**src/rtl/ssq_pkg.sv**
```systemverilog
package ssq_pkg;
  typedef enum logic [2:0] {
    PH_OFF   = 3'd0,
    PH_DISCH = 3'd1,
    PH_SETUP = 3'd2,
    PH_RAMP  = 3'd3,
    PH_REG   = 3'd4,
    PH_THERM = 3'd5
  } phase_e;
endpackage

```
**src/rtl/ssq_rst_sync.sv**
```systemverilog
module ssq_rst_sync (
  input  logic clk,
  input  logic rst_n,
  output logic rst_sync_n
);
  logic [1:0] sync_q;

  always_ff @(posedge clk or negedge rst_n) begin
    if (!rst_n) sync_q <= 2'b00;
    else        sync_q <= {sync_q[0], 1'b1};
  end

  assign rst_sync_n = sync_q[1];
endmodule

```
**src/rtl/ssq_thermal_guard.sv**
```systemverilog
module ssq_thermal_guard #(
  parameter int TEMP_W   = 8,
  parameter int TRIP_C   = 170,
  parameter int RESUME_C = 155
) (
  input  logic              clk,
  input  logic              rst_n,
  input  logic [TEMP_W-1:0] tj_code,
  output logic              hot
);
  localparam logic [TEMP_W-1:0] TRIP_V   = TEMP_W'(TRIP_C);
  localparam logic [TEMP_W-1:0] RESUME_V = TEMP_W'(RESUME_C);

  logic hot_d;
  logic hot_q;

  always_comb begin
    hot_d = hot_q;
    if (tj_code >= TRIP_V)        hot_d = 1'b1;
    else if (tj_code <= RESUME_V) hot_d = 1'b0;
  end

  always_ff @(posedge clk or negedge rst_n) begin
    if (!rst_n) hot_q <= 1'b0;
    else        hot_q <= hot_d;
  end

  assign hot = hot_q;

  AST_HOT_HOLDS: assert property (@(posedge clk) disable iff (!rst_n)
    (hot_q && tj_code > RESUME_V) |=> hot_q);
  AST_COOL_HOLDS: assert property (@(posedge clk) disable iff (!rst_n)
    (!hot_q && tj_code < TRIP_V) |=> !hot_q);
endmodule

```
**src/rtl/ssq_tick_timer.sv**
```systemverilog
module ssq_tick_timer #(
  parameter int CW = 10
) (
  input  logic          clk,
  input  logic          rst_n,
  input  logic          restart,
  input  logic          count_en,
  output logic [CW-1:0] count
);
  localparam logic [CW-1:0] CMAX = {CW{1'b1}};

  logic [CW-1:0] cnt_d;
  logic [CW-1:0] cnt_q;

  always_comb begin
    cnt_d = cnt_q;
    if (restart)                      cnt_d = '0;
    else if (count_en && cnt_q != CMAX) cnt_d = cnt_q + 1'b1;
  end

  always_ff @(posedge clk or negedge rst_n) begin
    if (!rst_n) cnt_q <= '0;
    else        cnt_q <= cnt_d;
  end

  assign count = cnt_q;
endmodule

```
**src/rtl/ssq_phase_fsm.sv**
```systemverilog
module ssq_phase_fsm
  import ssq_pkg::*;
#(
  parameter int CW          = 10,
  parameter int DISCH_TICKS = 530,
  parameter int SETUP_TICKS = 110
) (
  input  logic          clk,
  input  logic          rst_n,
  input  logic          tick,
  input  logic          en,
  input  logic          supply_ok,
  input  logic          at_ref,
  input  logic          hot,
  input  logic [CW-1:0] count,
  output logic          tmr_restart,
  output logic          tmr_en,
  output logic          ss_dis,
  output logic          ss_chg,
  output logic          ref_int,
  output logic          sw_en,
  output logic          ss_win
);
  localparam logic [CW-1:0] DISCH_LAST = CW'(DISCH_TICKS - 1);
  localparam logic [CW-1:0] SETUP_LAST = CW'(SETUP_TICKS - 1);

  phase_e state_q;
  phase_e state_d;
  logic   active;

  assign active = (state_q == PH_DISCH) || (state_q == PH_SETUP) ||
                  (state_q == PH_RAMP)  || (state_q == PH_REG);

  always_comb begin
    state_d = state_q;
    unique case (state_q)
      PH_OFF:   if (en && supply_ok) state_d = PH_DISCH;
      PH_DISCH: if (tick && count == DISCH_LAST) state_d = PH_SETUP;
      PH_SETUP: if (tick && count == SETUP_LAST) state_d = PH_RAMP;
      PH_RAMP:  if (at_ref) state_d = PH_REG;
      PH_REG:   state_d = PH_REG;
      PH_THERM: if (!hot) state_d = PH_DISCH;
      default:  state_d = PH_OFF;
    endcase
    if (active && hot)               state_d = PH_THERM;
    if (state_q != PH_OFF && !en)    state_d = PH_OFF;
    if (!supply_ok)                  state_d = PH_OFF;
  end

  always_ff @(posedge clk or negedge rst_n) begin
    if (!rst_n) state_q <= PH_OFF;
    else        state_q <= state_d;
  end

  assign tmr_restart = (state_d != state_q);
  assign tmr_en      = tick && ((state_q == PH_DISCH) || (state_q == PH_SETUP));

  assign ss_dis  = (state_q == PH_DISCH);
  assign ss_chg  = (state_q == PH_RAMP) || (state_q == PH_REG);
  assign sw_en   = (state_q == PH_RAMP) || (state_q == PH_REG);
  assign ref_int = (state_q == PH_REG);
  assign ss_win  = (state_q == PH_RAMP);

  AST_SUPPLY_DROP: assert property (@(posedge clk) disable iff (!rst_n)
    !supply_ok |=> (state_q == PH_OFF));
  AST_ENABLE_DROP: assert property (@(posedge clk) disable iff (!rst_n)
    !en |=> (state_q == PH_OFF));
  AST_REF_LOCKED: assert property (@(posedge clk) disable iff (!rst_n)
    (state_q == PH_REG && supply_ok && en && !hot) |=> (state_q == PH_REG));
  AST_RAMP_AFTER_SETUP: assert property (@(posedge clk) disable iff (!rst_n)
    $rose(state_q == PH_RAMP) |-> ($past(state_q) == PH_SETUP));
  AST_DISCH_BOUND: assert property (@(posedge clk) disable iff (!rst_n)
    (state_q == PH_DISCH) |-> (count <= DISCH_LAST));
  AST_HOT_STOPS: assert property (@(posedge clk) disable iff (!rst_n)
    (hot && active) |=> !sw_en);
  AST_DIS_EXCL: assert property (@(posedge clk) disable iff (!rst_n)
    ss_dis |-> !(ss_chg || sw_en));
endmodule

```
**src/rtl/sstart_seq.sv**
```systemverilog
module sstart_seq #(
  parameter int TEMP_W      = 8,
  parameter int TRIP_C      = 170,
  parameter int RESUME_C    = 155,
  parameter int DISCH_TICKS = 530,
  parameter int START_TICKS = 640
) (
  input  logic              clk,
  input  logic              rst_n,
  input  logic              us_tick,
  input  logic              en_i,
  input  logic              supply_ok_i,
  input  logic              ss_at_ref_i,
  input  logic [TEMP_W-1:0] tj_code_i,
  output logic              ss_discharge_o,
  output logic              ss_charge_o,
  output logic              ref_internal_o,
  output logic              switch_en_o,
  output logic              ss_window_o
);
  // START_TICKS must exceed DISCH_TICKS; the difference is the setup wait.
  localparam int SETUP_TICKS = START_TICKS - DISCH_TICKS;
  localparam int CW          = $clog2(START_TICKS + 1);

  logic          rst_sync_n;
  logic          hot;
  logic          tmr_restart;
  logic          tmr_en;
  logic [CW-1:0] count;

  ssq_rst_sync u_rst (
    .clk        (clk),
    .rst_n      (rst_n),
    .rst_sync_n (rst_sync_n)
  );

  ssq_thermal_guard #(
    .TEMP_W   (TEMP_W),
    .TRIP_C   (TRIP_C),
    .RESUME_C (RESUME_C)
  ) u_therm (
    .clk     (clk),
    .rst_n   (rst_sync_n),
    .tj_code (tj_code_i),
    .hot     (hot)
  );

  ssq_tick_timer #(.CW(CW)) u_timer (
    .clk      (clk),
    .rst_n    (rst_sync_n),
    .restart  (tmr_restart),
    .count_en (tmr_en),
    .count    (count)
  );

  ssq_phase_fsm #(
    .CW          (CW),
    .DISCH_TICKS (DISCH_TICKS),
    .SETUP_TICKS (SETUP_TICKS)
  ) u_fsm (
    .clk         (clk),
    .rst_n       (rst_sync_n),
    .tick        (us_tick),
    .en          (en_i),
    .supply_ok   (supply_ok_i),
    .at_ref      (ss_at_ref_i),
    .hot         (hot),
    .count       (count),
    .tmr_restart (tmr_restart),
    .tmr_en      (tmr_en),
    .ss_dis      (ss_discharge_o),
    .ss_chg      (ss_charge_o),
    .ref_int     (ref_internal_o),
    .sw_en       (switch_en_o),
    .ss_win      (ss_window_o)
  );
endmodule

```
**config.mk**
```make
export PLATFORM = sky130hd
export DESIGN_NAME = sstart_seq
export DESIGN_NICKNAME = d
export VERILOG_FILES = /design/src/rtl/ssq_pkg.sv /design/src/rtl/ssq_rst_sync.sv /design/src/rtl/ssq_thermal_guard.sv /design/src/rtl/ssq_tick_timer.sv /design/src/rtl/ssq_phase_fsm.sv /design/src/rtl/sstart_seq.sv
export SDC_FILE = /design/constraint.sdc
export NUM_CORES = 1
export LEC_CHECK = 0
export CORE_MARGIN = 2
export CORE_UTILIZATION = 45
export CTS_CLUSTER_SIZE = 30
export DETAILED_ROUTE_END_ITERATION = 10
export PLACE_DENSITY = 0.69
export SYNTH_ARGS = -nofsm -noshare
export SYNTH_HDL_FRONTEND = slang
export SYNTH_SLANG_ARGS = --single-unit
```
**constraint.sdc**
```tcl
create_clock -name clk -period 1.6 [get_ports clk]
set_input_delay 0.32 -clock clk [delete_from_list [all_inputs] [get_ports clk]]
set_output_delay 0.32 -clock clk [all_outputs]
set_load 0.01 [all_outputs]
```
==> qor.csv <==
stage,metric,value,unit
synthesis,synth_fa_ha_area_share,2.13,%
sta,hold_viol,0,
detailed_routing,vias_per_cell,5.71,
setup_path,end_kind,flop,
global_route,antenna_found_initial,0,
clock_tree,worstSkewPairLatency,0.30,ns
setup_path,critPathMaxFanout,3,
power_and_ir_drop,pwr-share-clk,24.5,%
setup_path,critPathLaunch,u_fsm.state_q[2],
die,ios,19,
global_route,grt_pass1_vias,1208,
sta,relSlewSlack,60.5,%
clock_tree,cts_root_buf,clkbuf_4,
layout,fill_cells,187,
power_and_ir_drop,combPwrFrac,35.2,%
synthesis,ys.flop_type,dfrtp_1,
detailed_routing,wl_per_cell,15.5,microns
synthesis,avgSynthCellArea,8.75,sq um
power_and_ir_drop,power.density,606,nW/um^2
power_and_ir_drop,pwr-share-seq,40.3,%
sta,setup_violations,12,
synthesis,synth_compound_area_share,21.0,%
clock_tree,cts_hold_buffers,0,
sta,report.final.slew_viol_count,0,
sta,layout_min_cycle_time,1.84,ns
setup_path,timing.rr.start,u_fsm.state_q[2],
die,die_x,55.0,microns
setup_path,slowest_delay,0.53,ns
power_and_ir_drop,vdd_ir_drop_max,0.000935,V
detailed_routing,drtIter0Drc,33,
synthesis,ys_seq_area_share,34.2,%
synthesis,synth_top_family_by_area,simple AND/OR/NAND/NOR gates,
detailed_routing,wl,3480,microns
setup_path,reg2reg_slack,-0.24,ns
synthesis,synthMuxAreaShare,1.71,%
layout,area_growth,57.8,%
die,start_util,47.3,%
outcome,failed_checks,negative setup slack,
die,die_area,3030,sq um
placement,numPortBuffers,17,
global_route,grt_first_pass_wirelength,5340,microns
global_route,grt_max_degree,15,
layout,final_layout_size_suffix_gt1_share,41.8,%
layout,final_util,74.7,%
clock_tree,cts_tree,yes,
setup_path,cp_slowest_cell,or4_1,
flow_run,drv_cap,0,
layout,final_area,1850,sq um
clock_tree,htreeDepth,1,
placement,placed_area,1680,sq um
clock_tree,clk_pin_slew_worst_paths,0.10,ns
power_and_ir_drop,p_sw,0.336,mW
die,core.rowCount,18,
global_route,grt_use_total,25.0,%
outcome,outcome,finished with violations,
synthesis,yosys.area_share.simple,32.7,%
synthesis,synthArstFlopShare,100,%
setup_path,cp.required,1.83,ns
setup_path,worstReg2RegEnd,u_timer.count[3],
sta,worst_pin_slew,0.593,ns
worst_hold_path,hold_class,primary input to async pin,
die,coreArea,2480,sq um
synthesis,syn_inst,134,
power_and_ir_drop,swShare,29.9,%
setup_path,crit_type,flop to flop,
detailed_routing,antenna_left,0,
sta,grt_setup_unrepaired,yes,
synthesis,synth-xor-area-share,3.74,%
detailed_routing,drt_pass1_iterations,4,
layout,nets,211,
synthesis,yosysUniqueCellTypes,49,
global_route,grt_overflow,0,
synthesis,yosys_register_bits,16,
synthesis,yosys_warnings,0,
setup_path,crit_chain,buf_4 -> nand2b_1 -> or4_1 -> a221o_1 -> nor3_2,
clock_tree,cts_buffers,3,
detailed_routing,vias,1280,
clock_tree,clockBufferDepth,2,
placement,gp_congestion,0.879,
setup_path,crit_end,u_timer.count[3],
synthesis,synth-edff-count,0,
detailed_routing,remaining_drc_errors,0,
setup_path,startpoint_type,flop,
sta,layout_setup_ws,-0.239,ns
layout,diodes,0,
setup_path,cp_data_arrival_time,2.07,ns
sta,fin_crit_sh,115,%
sta,fin_skew,0.00771,ns
power_and_ir_drop,power.internal,0.786,mW
sta,max_freq,544,MHz
power_and_ir_drop,power.leakage,0.751,nW
synthesis,syn_nets,150,
clock_tree,cts.sinks,16,
die,fp.dieH,55.0,microns
setup_path,reg2reg_depth,5,
placement,dp_hpwl,2480,microns
synthesis,synth_area,1170,sq um
==> critical path, delay by kind of cell, from the launching register on <==
kind                   cells  cell delay (ns)
AND/OR/NAND/NOR            3             0.79
buffers and inverters      1             0.15
AO/OA/AOI/OAI              1             0.39
flip-flops                 1             0.45
==> metrics by stage <==
stage	setup WS [ns]	power (mW)	std cells	hold slack, ns	TNS [ns]
finish	-0.239	1.12	224	0.172	-2.06
global route	-0.322	1.17	224	0.174	-3.07
CTS	-0.223	1.11	224	0.163	-2.38
detailed placement	-0.591	0.786	213	0.264	-6.86
global placement	-0.526	0.775	213	0.257	-6.10
floorplan	-0.183	0.626	134	0.0244	-1.62
==> worst min path at each step <==
stage                          startpoint  slack, ns               end
after floorplan                     rst_n       0.02   u_rst.sync_q[0]
after global placement    u_rst.sync_q[1]       0.26       u_therm.hot
after detailed placement  u_rst.sync_q[1]       0.26  u_timer.count[1]
after CTS                           rst_n       0.16   u_rst.sync_q[0]
after global routing                rst_n       0.17   u_rst.sync_q[1]
final                               rst_n       0.17   u_rst.sync_q[0]
==> power by group through the flow <==
stage	logic (mW)	registers (mW)	clock network, mW
global route	0.424	0.457	0.293
global placement	0.315	0.461	0
CTS	0.369	0.450	0.286
floorplan	0.168	0.458	0
finish	0.394	0.452	0.275
detailed placement	0.324	0.463	0
==> state kept, by name, indices dropped and copies added, names as in the netlist <==
name           flops
u_timer.count     10
u_fsm.state_q      3
u_rst.sync_q       2
u_therm.hot        1
==> metal layers <==
layer	share of wire (%)	up-vias	routed length, microns	GRT usage [%]
met1	44	630	1520	30.9
met2	53	29	1830	43.8
met3	3.0	2	103	3.23
met4	0.81	0	28	9.76
met5	0	-	0	0
li1	-	619	-	-
==> cell type report <==
type	instances	area [sq um]	area share [%]
timing repair buffer	62	539	29.1
multi-input combinational	107	816	44.1
inverter	5	18.8	1.01
sequential	16	403	21.8
tap	30	37.5	2.03
clock buffer	4	36.3	1.96
==> cell usage after synthesis (2+ instances only) <==
| cell type | count | area share [%] |
|---|---|---|
| nand2b_1 | 3 | 1.6 |
| nor3_1 | 11 | 4.7 |
| xor2_1 | 2 | 1.5 |
| nor2_1 | 9 | 2.9 |
| mux2i_1 | 2 | 1.7 |
| a31oi_1 | 3 | 1.6 |
| nand3_1 | 5 | 2.1 |
| o21a_1 | 2 | 1.3 |
| o21ai_0 | 11 | 4.7 |
| a32oi_1 | 2 | 1.5 |
| nor3b_1 | 3 | 1.9 |
| o21ai_1 | 2 | 0.85 |
| nand2_1 | 8 | 2.6 |
| buf_2 | 4 | 1.7 |
| xnor2_1 | 3 | 2.2 |
| a21oi_1 | 7 | 3.0 |
| nor3_2 | 4 | 3.4 |
| nand4_1 | 2 | 1.1 |
| dfrtp_1 | 16 | 34 |
| ha_1 | 2 | 2.1 |
| inv_1 | 5 | 1.6 |
==> cells by family after synthesis <==
family                   count (synthesis)
other                                    1
buffers and inverters                   11
AO/OA/AOI/OAI                           37
XOR/XNOR                                 5
adder cells (fa/ha/maj)                  2
multiplexers                             2
flip-flops                              16
AND/OR/NAND/NOR                         60
==> cells in the final DEF, fill, tap and decap left out, types with 2 or more instances in the layout <==
master / n
clkbuf_4: 3
nand2_1: 8
nand3_1: 5
buf_4: 38
inv_1: 4
nor2_1: 8
buf_12: 2
nor3b_1: 3
xor2_1: 2
a21oi_2: 2
nand2b_1: 3
xnor2_1: 3
nand4_1: 2
a21oi_1: 5
o21a_1: 2
dfrtp_1: 14
clkdlybuf4s50_1: 12
o21ai_1: 3
o21ai_0: 10
dfrtp_2: 2
buf_2: 3
mux2i_1: 2
buf_6: 7
a31oi_1: 3
nor3_1: 9
nor3_2: 6
==> timing repair <==
item | CTS | global route
setup buffers | 7 | 0
endpoints found under the setup margin | 15 | 16
resized for setup | 35 | 11
pin swaps | 3 | 7
No activity file was read; power rests on OpenSTA's default activity.
